--- src/rtl/sb_pkg.sv ---
package sb_pkg;
  typedef enum logic [1:0] {
    ST_IDLE = 2'd0,
    ST_ARB  = 2'd1,
    ST_CMD  = 2'd2,
    ST_GAP  = 2'd3
  } sb_state_e;
endpackage

--- src/rtl/sb_offset_reg.sv ---
module sb_offset_reg #(
  parameter int AW = 16
) (
  input  logic          clk_i,
  input  logic          rst_ni,
  input  logic          we_i,
  input  logic [AW-1:0] wdata_i,
  output logic [AW-1:0] ofs_o
);
  always_ff @(posedge clk_i or negedge rst_ni) begin
    if (!rst_ni)   ofs_o <= '0;
    else if (we_i) ofs_o <= wdata_i;
  end

  assert_ofs_load_R1: assert property (@(posedge clk_i) disable iff (!rst_ni)
    we_i |=> ofs_o == $past(wdata_i));
endmodule

--- src/rtl/sb_chunk_plan.sv ---
module sb_chunk_plan #(
  parameter int CW = 3
) (
  input  logic          addr_lsb_i,
  input  logic [CW-1:0] rem_i,
  output logic          wide_o,
  output logic [CW-1:0] step_o
);
  always_comb begin
    wide_o = (rem_i >= CW'(2)) && !addr_lsb_i;
    step_o = wide_o ? CW'(2) : CW'(1);
  end
endmodule

--- src/rtl/sb_byte_lanes.sv ---
module sb_byte_lanes #(
  parameter int NB = 4,
  parameter int IW = 2
) (
  input  logic            clk_i,
  input  logic            rst_ni,
  input  logic            clr_i,
  input  logic            ack_i,
  input  logic            wide_i,
  input  logic [IW-1:0]   idx_i,
  input  logic [8*NB-1:0] wdata_i,
  input  logic [15:0]     bdata_i,
  output logic [15:0]     bdata_o,
  output logic [8*NB-1:0] rdata_o
);
  logic [7:0] wb [NB];
  logic [IW:0] idx_x, nxt_x;
  logic [7:0] lo_b, hi_b;

  assign idx_x = {1'b0, idx_i};
  assign nxt_x = idx_x + 1'b1;

  for (genvar k = 0; k < NB; k++) begin : g_byte
    localparam logic [IW:0] KK = k;
    assign wb[k] = wdata_i[8*k +: 8];

    always_ff @(posedge clk_i or negedge rst_ni) begin
      if (!rst_ni)                        rdata_o[8*k +: 8] <= '0;
      else if (clr_i)                     rdata_o[8*k +: 8] <= '0;
      else if (ack_i && idx_x == KK)      rdata_o[8*k +: 8] <= bdata_i[7:0];
      else if (ack_i && wide_i && nxt_x == KK) rdata_o[8*k +: 8] <= bdata_i[15:8];
    end
  end

  always_comb begin
    lo_b = wb[idx_i];
    hi_b = (nxt_x < NB) ? wb[nxt_x[IW-1:0]] : 8'h00;
    bdata_o = wide_i ? {hi_b, lo_b} : {8'h00, lo_b};
  end
endmodule

--- src/rtl/sysbus_master_bridge.sv ---
module sysbus_master_bridge
  import sb_pkg::*;
#(
  parameter int AW = 16,
  parameter int NB = 4,
  localparam int CW = $clog2(NB + 1),
  localparam int IW = (NB > 1) ? $clog2(NB) : 1
) (
  input  logic            clk_i,
  input  logic            rst_ni,
  input  logic            init_i,
  input  logic            ofs_we_i,
  input  logic [AW-1:0]   ofs_wdata_i,
  input  logic            req_i,
  input  logic            req_io_i,
  input  logic            req_wr_i,
  input  logic [AW-1:0]   req_addr_i,
  input  logic [CW-1:0]   req_len_i,
  input  logic [8*NB-1:0] req_wdata_i,
  output logic            done_o,
  output logic [8*NB-1:0] rdata_o,
  output logic            breq_o,
  input  logic            bgnt_i,
  output logic            lock_o,
  output logic [AW-1:0]   baddr_o,
  output logic            bw16_o,
  output logic [15:0]     bdata_o,
  output logic            bdata_oe_o,
  input  logic [15:0]     bdata_i,
  output logic            mrd_o,
  output logic            mwr_o,
  output logic            iord_o,
  output logic            iowr_o,
  input  logic            xack_i
);
  sb_state_e       st_q;
  logic [AW-1:0]   addr_q, ofs;
  logic [CW-1:0]   rem_q, step;
  logic [IW-1:0]   idx_q;
  logic            io_q, wr_q, multi_q, done_q, wide, cmd, take;
  logic [8*NB-1:0] wdata_q;

  sb_offset_reg #(.AW(AW)) u_ofs (
    .clk_i(clk_i), .rst_ni(rst_ni), .we_i(ofs_we_i),
    .wdata_i(ofs_wdata_i), .ofs_o(ofs)
  );

  sb_chunk_plan #(.CW(CW)) u_plan (
    .addr_lsb_i(addr_q[0]), .rem_i(rem_q), .wide_o(wide), .step_o(step)
  );

  assign take = (st_q == ST_IDLE) && req_i && (req_len_i != '0) && !init_i;
  assign cmd  = (st_q == ST_CMD);

  sb_byte_lanes #(.NB(NB), .IW(IW)) u_lanes (
    .clk_i(clk_i), .rst_ni(rst_ni), .clr_i(take),
    .ack_i(cmd && xack_i && !wr_q && !init_i), .wide_i(wide),
    .idx_i(idx_q), .wdata_i(wdata_q), .bdata_i(bdata_i),
    .bdata_o(bdata_o), .rdata_o(rdata_o)
  );

  always_ff @(posedge clk_i or negedge rst_ni) begin
    if (!rst_ni) begin
      st_q <= ST_IDLE; addr_q <= '0; rem_q <= '0; idx_q <= '0;
      io_q <= 1'b0; wr_q <= 1'b0; multi_q <= 1'b0; done_q <= 1'b0;
      wdata_q <= '0;
    end else begin
      done_q <= 1'b0;
      if (init_i) begin
        st_q    <= ST_IDLE;
        multi_q <= 1'b0;
      end else begin
        case (st_q)
          ST_IDLE: if (take) begin
            st_q    <= ST_ARB;
            addr_q  <= req_addr_i + ofs;
            rem_q   <= req_len_i;
            idx_q   <= '0;
            io_q    <= req_io_i;
            wr_q    <= req_wr_i;
            wdata_q <= req_wdata_i;
          end
          ST_ARB: if (bgnt_i) begin
            st_q    <= ST_CMD;
            multi_q <= rem_q > step;
          end
          ST_CMD: if (xack_i) begin
            addr_q <= addr_q + AW'(step);
            rem_q  <= rem_q - step;
            idx_q  <= idx_q + IW'(step);
            if (rem_q == step) begin
              st_q    <= ST_IDLE;
              multi_q <= 1'b0;
              done_q  <= 1'b1;
            end else begin
              st_q <= ST_GAP;
            end
          end
          ST_GAP:  st_q <= ST_CMD;
          default: st_q <= ST_IDLE;
        endcase
      end
    end
  end

  assign done_o     = done_q;
  assign breq_o     = (st_q != ST_IDLE);
  assign lock_o     = multi_q && (cmd || st_q == ST_GAP);
  assign baddr_o    = addr_q;
  assign bw16_o     = cmd && wide;
  assign bdata_oe_o = cmd && wr_q;
  assign mrd_o      = cmd && !io_q && !wr_q;
  assign mwr_o      = cmd && !io_q &&  wr_q;
  assign iord_o     = cmd &&  io_q && !wr_q;
  assign iowr_o     = cmd &&  io_q &&  wr_q;

  logic any_stb;
  assign any_stb = mrd_o | mwr_o | iord_o | iowr_o;

  assert_one_strobe_R8: assert property (@(posedge clk_i) disable iff (!rst_ni)
    $onehot0({mrd_o, mwr_o, iord_o, iowr_o}));
  assert_wait_grant_R2: assert property (@(posedge clk_i) disable iff (!rst_ni || init_i)
    (st_q == ST_ARB && !bgnt_i) |=> !any_stb);
  assert_hold_cmd_R3: assert property (@(posedge clk_i) disable iff (!rst_ni || init_i)
    (any_stb && !xack_i) |=> any_stb && $stable(baddr_o) && $stable({mrd_o, mwr_o, iord_o, iowr_o}));
  assert_wide_even_R4: assert property (@(posedge clk_i) disable iff (!rst_ni)
    bw16_o |-> !baddr_o[0]);
  assert_lock_owned_R5: assert property (@(posedge clk_i) disable iff (!rst_ni)
    lock_o |-> breq_o);
  assert_release_R6: assert property (@(posedge clk_i) disable iff (!rst_ni)
    done_o |-> !breq_o);
  assert_done_pulse_R7: assert property (@(posedge clk_i) disable iff (!rst_ni)
    done_o |=> !done_o);
  assert_init_abort_R9: assert property (@(posedge clk_i) disable iff (!rst_ni)
    init_i |=> !breq_o && !lock_o && !any_stb && !done_o);
endmodule

--- config.mk ---
export PLATFORM = sky130hd
export DESIGN_NAME = sysbus_master_bridge
export DESIGN_NICKNAME = d
export VERILOG_FILES = /design/src/rtl/sb_pkg.sv /design/src/rtl/sb_offset_reg.sv /design/src/rtl/sb_chunk_plan.sv /design/src/rtl/sb_byte_lanes.sv /design/src/rtl/sysbus_master_bridge.sv
export SDC_FILE = /design/constraint.sdc
export NUM_CORES = 1
export LEC_CHECK = 0
export BUFFER_PORTS_ARGS = -buffer_cell sky130_fd_sc_hd__buf_2
export CAP_MARGIN = 20
export CELL_PAD_IN_SITES_DETAIL_PLACEMENT = 1
export CELL_PAD_IN_SITES_GLOBAL_PLACEMENT = 1
export CORE_ASPECT_RATIO = 1.75
export CORE_MARGIN = 10
export CORE_UTILIZATION = 45
export DETAILED_ROUTE_END_ITERATION = 8
export GPL_TIMING_DRIVEN = 0
export MAX_ROUTING_LAYER = met4
export PLACE_DENSITY = 0.83
export SYNTH_ARGS = -nofsm -noshare
export SYNTH_HDL_FRONTEND = slang
export SYNTH_HIERARCHICAL = 1
export SYNTH_SLANG_ARGS = --single-unit
--- constraint.sdc ---
create_clock -name clk_i -period 6.5 [get_ports clk_i]
set_clock_uncertainty 0.05 [all_clocks]
set_input_delay 1.3 -clock clk_i [delete_from_list [all_inputs] [get_ports clk_i]]
set_output_delay 1.3 -clock clk_i [all_outputs]
set_load 0.02 [all_outputs]
==> metrics.txt, run 1 <==
status=complete, no violations; required time of the worst setup path=slightly above 5000 ps; Placed Area=7789 µm²; cells along the critical path=buf_2, buf_2, inv_1, ha_1, buf_2, mux4_2, nor2b_1, buf_2; multi-input logic area=between 3000 and 4000 µm²; Critical R2R Launch=st_q[1]; ant diodes=0; CTS root buf=clkbuf_16; CP Capture Type=primary output; largest net degree at the start of global routing=60; Nets=between 900 and 1k; final design utilization=54.81%; CP startpoint=idx_q[0]; max cap viols=0; asr flop ratio synth=100.0%; Core Area=~15000 µm²; share of cells above drive strength 1=35.12%; Tmin final=4420 ps; final WL=21.42 mm; hold crit path type=flop to flop; final setup TNS=0 ps; Fin. Hold Viols=0; worst skew pair latency=350 ps; Syn Nets=761; hold_sp=u_lanes/rdata_o[4]; initial antenna violation count=0; crit path DAT=3070 ps; # fillers=between 1.5k and 2k; Avg Inst Size Synth=10.51 µm²; Die W=112.3 µm; clock slew at reported path FFs=roughly 80 ps; sequential area share after synthesis=39.88%; Syn Std Cell Area=6714 µm²; area grow syn2layout=20.54%; CTS H-tree depth=3; DRT iter0 DRCs=187; Synth area leaders=dfrtp_1 (40%), mux2_4 (7.6%), nand2_1 (7.4%); DRT Pass-1 Iters=4; GR Util All Layers=21.32%; Pins Over Slew Limit=0; crit share post-route=68.01%; Final ANT Viol Nets=0; Initial Utilization=45.47%; die footprint=20400 µm²; CP Class=flop to primary output; average via count per standard cell=5.651; DP HPWL=between 15 and 20 mm; post_cts resized=0; Max stage delay cell, worst path=mux4_2; startpoint types=flop; Mapped Cells=~640; Yosys reg bits=roughly 110; RSZ-0062 raised after global routing=no; routed len/inst=21.36 µm; vias in the first global route=~6.5k; top-count cell post-synth=nand2_1; clock buffer depth=2; most used cell, CP=buf_2; die height=181.6 µm; hold-fix buffers at CTS=0; Post-CTS Setup Inserts=0; worst-margin pin slew=approximately 840 ps; PortBufs=163; clk sink count=107; Crit Path Max Fanout=10; YS warnings=6; first-pass GRT wire length=34.24 mm; post-synth top area share=about 40%; final setup fails=0; Fmax=226.2 MHz; Post-synth EDFFs=0; Synth top cells by count=nand2_1 (133), dfrtp_1 (107), mux2i_1 (35); Synth Flop Type=dfrtp_1; global route total overflow=0; PD cells=323.6 nW/µm²; Remaining DRCs=0; critical path's largest stage delay=530 ps; worst reg-to-reg setup slack=~3600 ps; via count=between 5k and 6k; placer congestion estimate=0.8342; CTS Buf Count=9; Lkg Pwr=around 4.0 nW; Slew Limit Headroom=44.20%; cell taking the most area after synthesis=dfrtp_1; IO Count=about 170; number of distinct library cells after synthesis=74; cell row count=59; Finished Cell Area=8093 µm²; CTS tree=built; Worst VDD drop=~0.19 mV; register area=2678 µm²
==> registers in the layout (all words and copies together), names as in the netlist, 2 cells and up <==
register and cells:
baddr_o 16, idx_q 2, rem_q 3, st_q 2
u_lanes/rdata_o 32, u_ofs/ofs_o 16, wdata_q 32
==> worst paths after layout <==
check / to / cells past startpoint
max in group asynchronous: wdata_q[27] / 2
hold reg to reg: u_lanes/rdata_o[4] / 1
min in group asynchronous: u_lanes/rdata_o[20] / 1
setup reg to reg: u_lanes/rdata_o[24] / 11
setup / recovery: bdata_o[10] / 8
hold / removal: u_lanes/rdata_o[4] / 1
==> final cells by class <==
type	instances	share of cell area (%)
Multi-Input combinational cell	484	46.43
Sequential cell	107	33.09
Timing Repair Buffer	165	10.51
Clock buffer	11	3.123
Buffer	38	2.984
Tap cell	183	2.829
Clock inverter	5	0.5720
Inverter	10	0.4638
==> critical path: cells and delay by family (launching register included) <==
family / cells / cell delay, ps
flops: 1 / 470
simple gates: 1 / 170
fa+ha+maj: 1 / 290
mux: 1 / 530
buf+inv: 5 / 1290
==> layer usage <==
metal,routed length [µm],GRT usage (%)
met5,0,-
met3,1112,4.719
met2,11930,38.59
met1,7606,21.12
met4,776,9.582
==> where the power goes <==
part | internal (W) | switching (W)
registers | 0.000837 | 0.000160
clock network | 0.000287 | 0.000263
logic | 0.000463 | 0.000608
==> logic make-up (layout without fill, tap and decap cells) <==
| group | Yosys count | in the layout | synth area share, % |
|---|---|---|---|
| adder cells (fa/ha/maj) | 30 | 30 | 5.926 |
| AND/OR/NAND/NOR | 233 | 233 | 16.51 |
| AO/OA/AOI/OAI | 113 | 113 | 12.15 |
| buffers and inverters | 48 | 229 | 4.156 |
| XOR/XNOR | 15 | 15 | 1.957 |
| other | 1 | 1 | 0.05585 |
| multiplexers | 92 | 92 | 19.36 |
| flip-flops | 107 | 107 | 39.88 |
==> metrics by stage <==
stage                     std cells  hold WS, ps  total power, W  worst slack (ps)
after floorplan                 639        407.2        0.001700              2976
after global placement          985        420.4        0.002022              2383
after detailed placement        986        427.8        0.002090              2375
after CTS                      1002        445.8        0.002647              1985
after global routing           1003        473.2        0.002783              1877
final                          1003        443.4        0.002619              2080
==> cells in the final DEF, fill, tap and decap left out, types with 11 or more instances in the layout <==
cell type,count
buf_2,178
nand2_1,133
dfrtp_1,107
mux2i_1,35
mux2_4,34
a21oi_1,29
ha_1,27
nor2_1,22
nand2b_1,19
mux4_2,16
o21ai_0,14
nor2b_1,12
clkbuf_1,11
Note: power is estimated with default switching activity, not from simulation.
==> run 2: changes to the inputs <==
--- a/config.mk
+++ b/config.mk
@@ -5,17 +5,18 @@
 export SDC_FILE = /design/constraint.sdc
 export NUM_CORES = 1
 export LEC_CHECK = 0
+export ABC_AREA = 1
 export BUFFER_PORTS_ARGS = -buffer_cell sky130_fd_sc_hd__buf_2
 export CAP_MARGIN = 20
 export CELL_PAD_IN_SITES_DETAIL_PLACEMENT = 1
 export CELL_PAD_IN_SITES_GLOBAL_PLACEMENT = 1
 export CORE_ASPECT_RATIO = 1.75
 export CORE_MARGIN = 10
-export CORE_UTILIZATION = 45
+export CORE_UTILIZATION = 39
 export DETAILED_ROUTE_END_ITERATION = 8
 export GPL_TIMING_DRIVEN = 0
 export MAX_ROUTING_LAYER = met4
-export PLACE_DENSITY = 0.83
+export PLACE_DENSITY = 0.77
 export SYNTH_ARGS = -nofsm -noshare
 export SYNTH_HDL_FRONTEND = slang
 export SYNTH_HIERARCHICAL = 1
==> constraint.sdc (replaced) <==
create_clock -name clk_i -period 4.3 [get_ports clk_i]
set_clock_uncertainty 0.05 [all_clocks]
set_input_delay 0.86 -clock clk_i [delete_from_list [all_inputs] [get_ports clk_i]]
set_output_delay 0.86 -clock clk_i [all_outputs]
set_load 0.02 [all_outputs]
==> run 2 against run 1 <==
Against the previous run: non-clock buffer count fell by 1; final area rose by 6.6%; highest routed layer unchanged; synthesized cell count rose by 51%; clock power rose by 71%; count of clock-buffer cells in the layout did not move; hold slack got worse by 88 ps; routed wire length rose by 18%.
==> metrics.txt, run 2 <==
Critical Path Sink=bdata_o[13]; placer congestion estimate=0.8629; CP startpoint=idx_q[1]; initial antenna violation count=1; Finished Cell Area=approximately 8600 µm²; Synth Flop Type=dfrtp_1; Fin. Hold Viols=0; Crit Path Max Fanout=10; number of distinct library cells after synthesis=48; PD cells=695.0 nW/µm²; cell row count=65; CTS tree=built; # fillers=2408; final setup TNS=0 ps; Inst Count DP=1359; DRT Pass-1 Iters=5; CP Capture Type=primary output; FF-to-FF End=u_lanes/rdata_o[14]; die height=between 150 and 200 µm; status=complete, no violations; sequential area share after synthesis=37.42%; commonest non-fill, non-tap cells in the layout=nand2_1 (266), buf_2 (176), nand3_1 (133), dfrtp_1 (107), inv_1 (89); clk sink count=107; area grow syn2layout=20.51%; Mapped Cells=962; Remaining DRCs=0; Nets=1258; Lkg Pwr=about 4.6 nW; worst reg-to-reg setup slack=1740 ps; Core Area=18050 µm²; Synth area leaders=dfrtp_1 (37%), nand2_1 (14%), nand3_1 (9.3%); YS warnings=6; routed len/inst=18.40 µm; Worst VDD drop=0.3107 mV; average via count per standard cell=5.212; Initial Utilization=39.63%; post_cts resized=0; CTS root buf=clkbuf_16; vias in the first global route=roughly 8k; Synth top cells by count=nand2_1 (266), nand3_1 (133), dfrtp_1 (107); DP HPWL=20.27 mm; Post-CTS Setup Inserts=0; top-count cell post-synth=nand2_1; Pins Over Slew Limit=0; cell taking the most area after synthesis=dfrtp_1; worst-margin pin slew=636.9 ps; via count=slightly above 7k; crit path DAT=3000 ps; DRT iter0 DRCs=290; cells on worst reg2reg path=7; startpoint types=flop; CTS H-tree depth=3; final setup fails=0; Syn Nets=1084; CP Class=flop to primary output; Yosys reg bits=107; share of cells above drive strength 1=about 23%; final design utilization=47.76%; PortBufs=162; asr flop ratio synth=100.0%; Pwr Total=0.005994 W; Critical R2R Launch=idx_q[1]; max cap viols=0; largest net degree at the start of global routing=65; required time of the worst setup path=3390 ps; Tmin final=between 3000 and 4000 ps; RSZ-0062 raised after global routing=no; first-pass GRT wire length=40.13 mm; worst skew pair latency=roughly 370 ps; Die W=around 120 µm; final WL=25.32 mm; Avg Inst Size Synth=7.438 µm²; die footprint=around 24000 µm²; clock slew at reported path FFs=~80 ps; clock buffer depth=2; IO Count=165; global route total overflow=0; Final ANT Viol Nets=0; Syn Std Cell Area=7156 µm²; CTS Buf Count=9; post-synth top area share=37.42%; final non-filler cell total=1376; Slew Limit Headroom=57.54%; Regs by FF count=u_lanes/rdata_o: 32 flops, wdata_q: 32 flops; GR Util All Layers=21.54%; crit share post-route=91.03%; commonest non-fill, non-tap cell in the layout=nand2_1; Post-synth EDFFs=0; hold-fix buffers at CTS=0; Fmax=255.5 MHz; hold crit path type=input pin to asynchronous set/reset pin; Placed Area=8293 µm²
## run 2: changes by cell type after synthesis, moves of 25 or more
cell,previous run,this run
mux2_4,34,0
nor2_1,22,62
mux2i_1,35,0
mux2_1,0,25
inv_1,10,89
a21oi_1,29,76
nand2_1,133,266
nand3_1,10,133
## run 2: layer usage
| metal | share of wire [%] | vias up | GRT usage (%) |
|---|---|---|---|
| met1 | 35 | 3449 | 19.52 |
| li1 | - | 3499 | - |
| met2 | 57 | 174 | 41.99 |
| met5 | 0 | - | - |
| met4 | 3.5 | 0 | 10.21 |
| met3 | 4.0 | 50 | 3.250 |
## run 2: report_power, final
group | leakage, nW | internal, W | switching, W
registers | 1.29 | 0.00143 | 0.000368
logic | 3.14 | 0.00111 | 0.00214
clock network | 0.165 | 0.000540 | 0.000403
## run 2: worst min-delay path by stage
stage | startpoint | end | depth (start not counted)
finish | rst_ni | u_ofs/ofs_o[2] | 1
global route | rst_ni | u_ofs/ofs_o[0] | 1
CTS | rst_ni | u_ofs/ofs_o[2] | 1
detailed placement | u_ofs/ofs_o[7] | u_ofs/ofs_o[7] | 2
global placement | u_ofs/ofs_o[9] | u_ofs/ofs_o[9] | 2
floorplan | u_ofs/ofs_o[0] | u_ofs/ofs_o[0] | 2
## run 2: area by class of cell
type | count | area [µm²] | share of cell area (%)
inverters | 102 | 387.9 | 4.498
plain buffers | 39 | 264.0 | 3.062
multi-input cells | 714 | 3826 | 44.37
clock buffers | 11 | 252.7 | 2.931
flip-flops and latches | 107 | 2678 | 31.05
well taps | 234 | 292.8 | 3.395
repair buffers | 163 | 844.6 | 9.794
clock inverters | 5 | 75.07 | 0.8706
diodes | 1 | 2.502 | 0.02902
## run 2: logic make-up after synthesis
group,after synthesis,share of synthesized area (%)
DFF,107,37.42
and+or+nand+nor,506,31.00
buffers and inverters,141,9.110
adders and majority gates,30,5.560
other,1,0.05241
muxes,32,5.036
xor gates and xnor gates,8,0.9792
AOI/OAI and AO/OA,137,10.84
## run 2: metrics by stage
stage                     setup WS (ps)  hold slack [ps]
final                             385.9            355.8
after global routing              216.1            383.3
after CTS                         378.2            369.6
after detailed placement          807.2            413.3
after global placement            814.3            407.0
after floorplan                    1486            395.9
## run 2: critical path, stage by stage (launching register included)
cell and delay [ps]:
dfrtp_1 470, buf_2 290, clkinv_1 420, ha_1 430
inv_1 220, buf_2 300, nand3_1 100, a21oi_1 210
buf_2 210
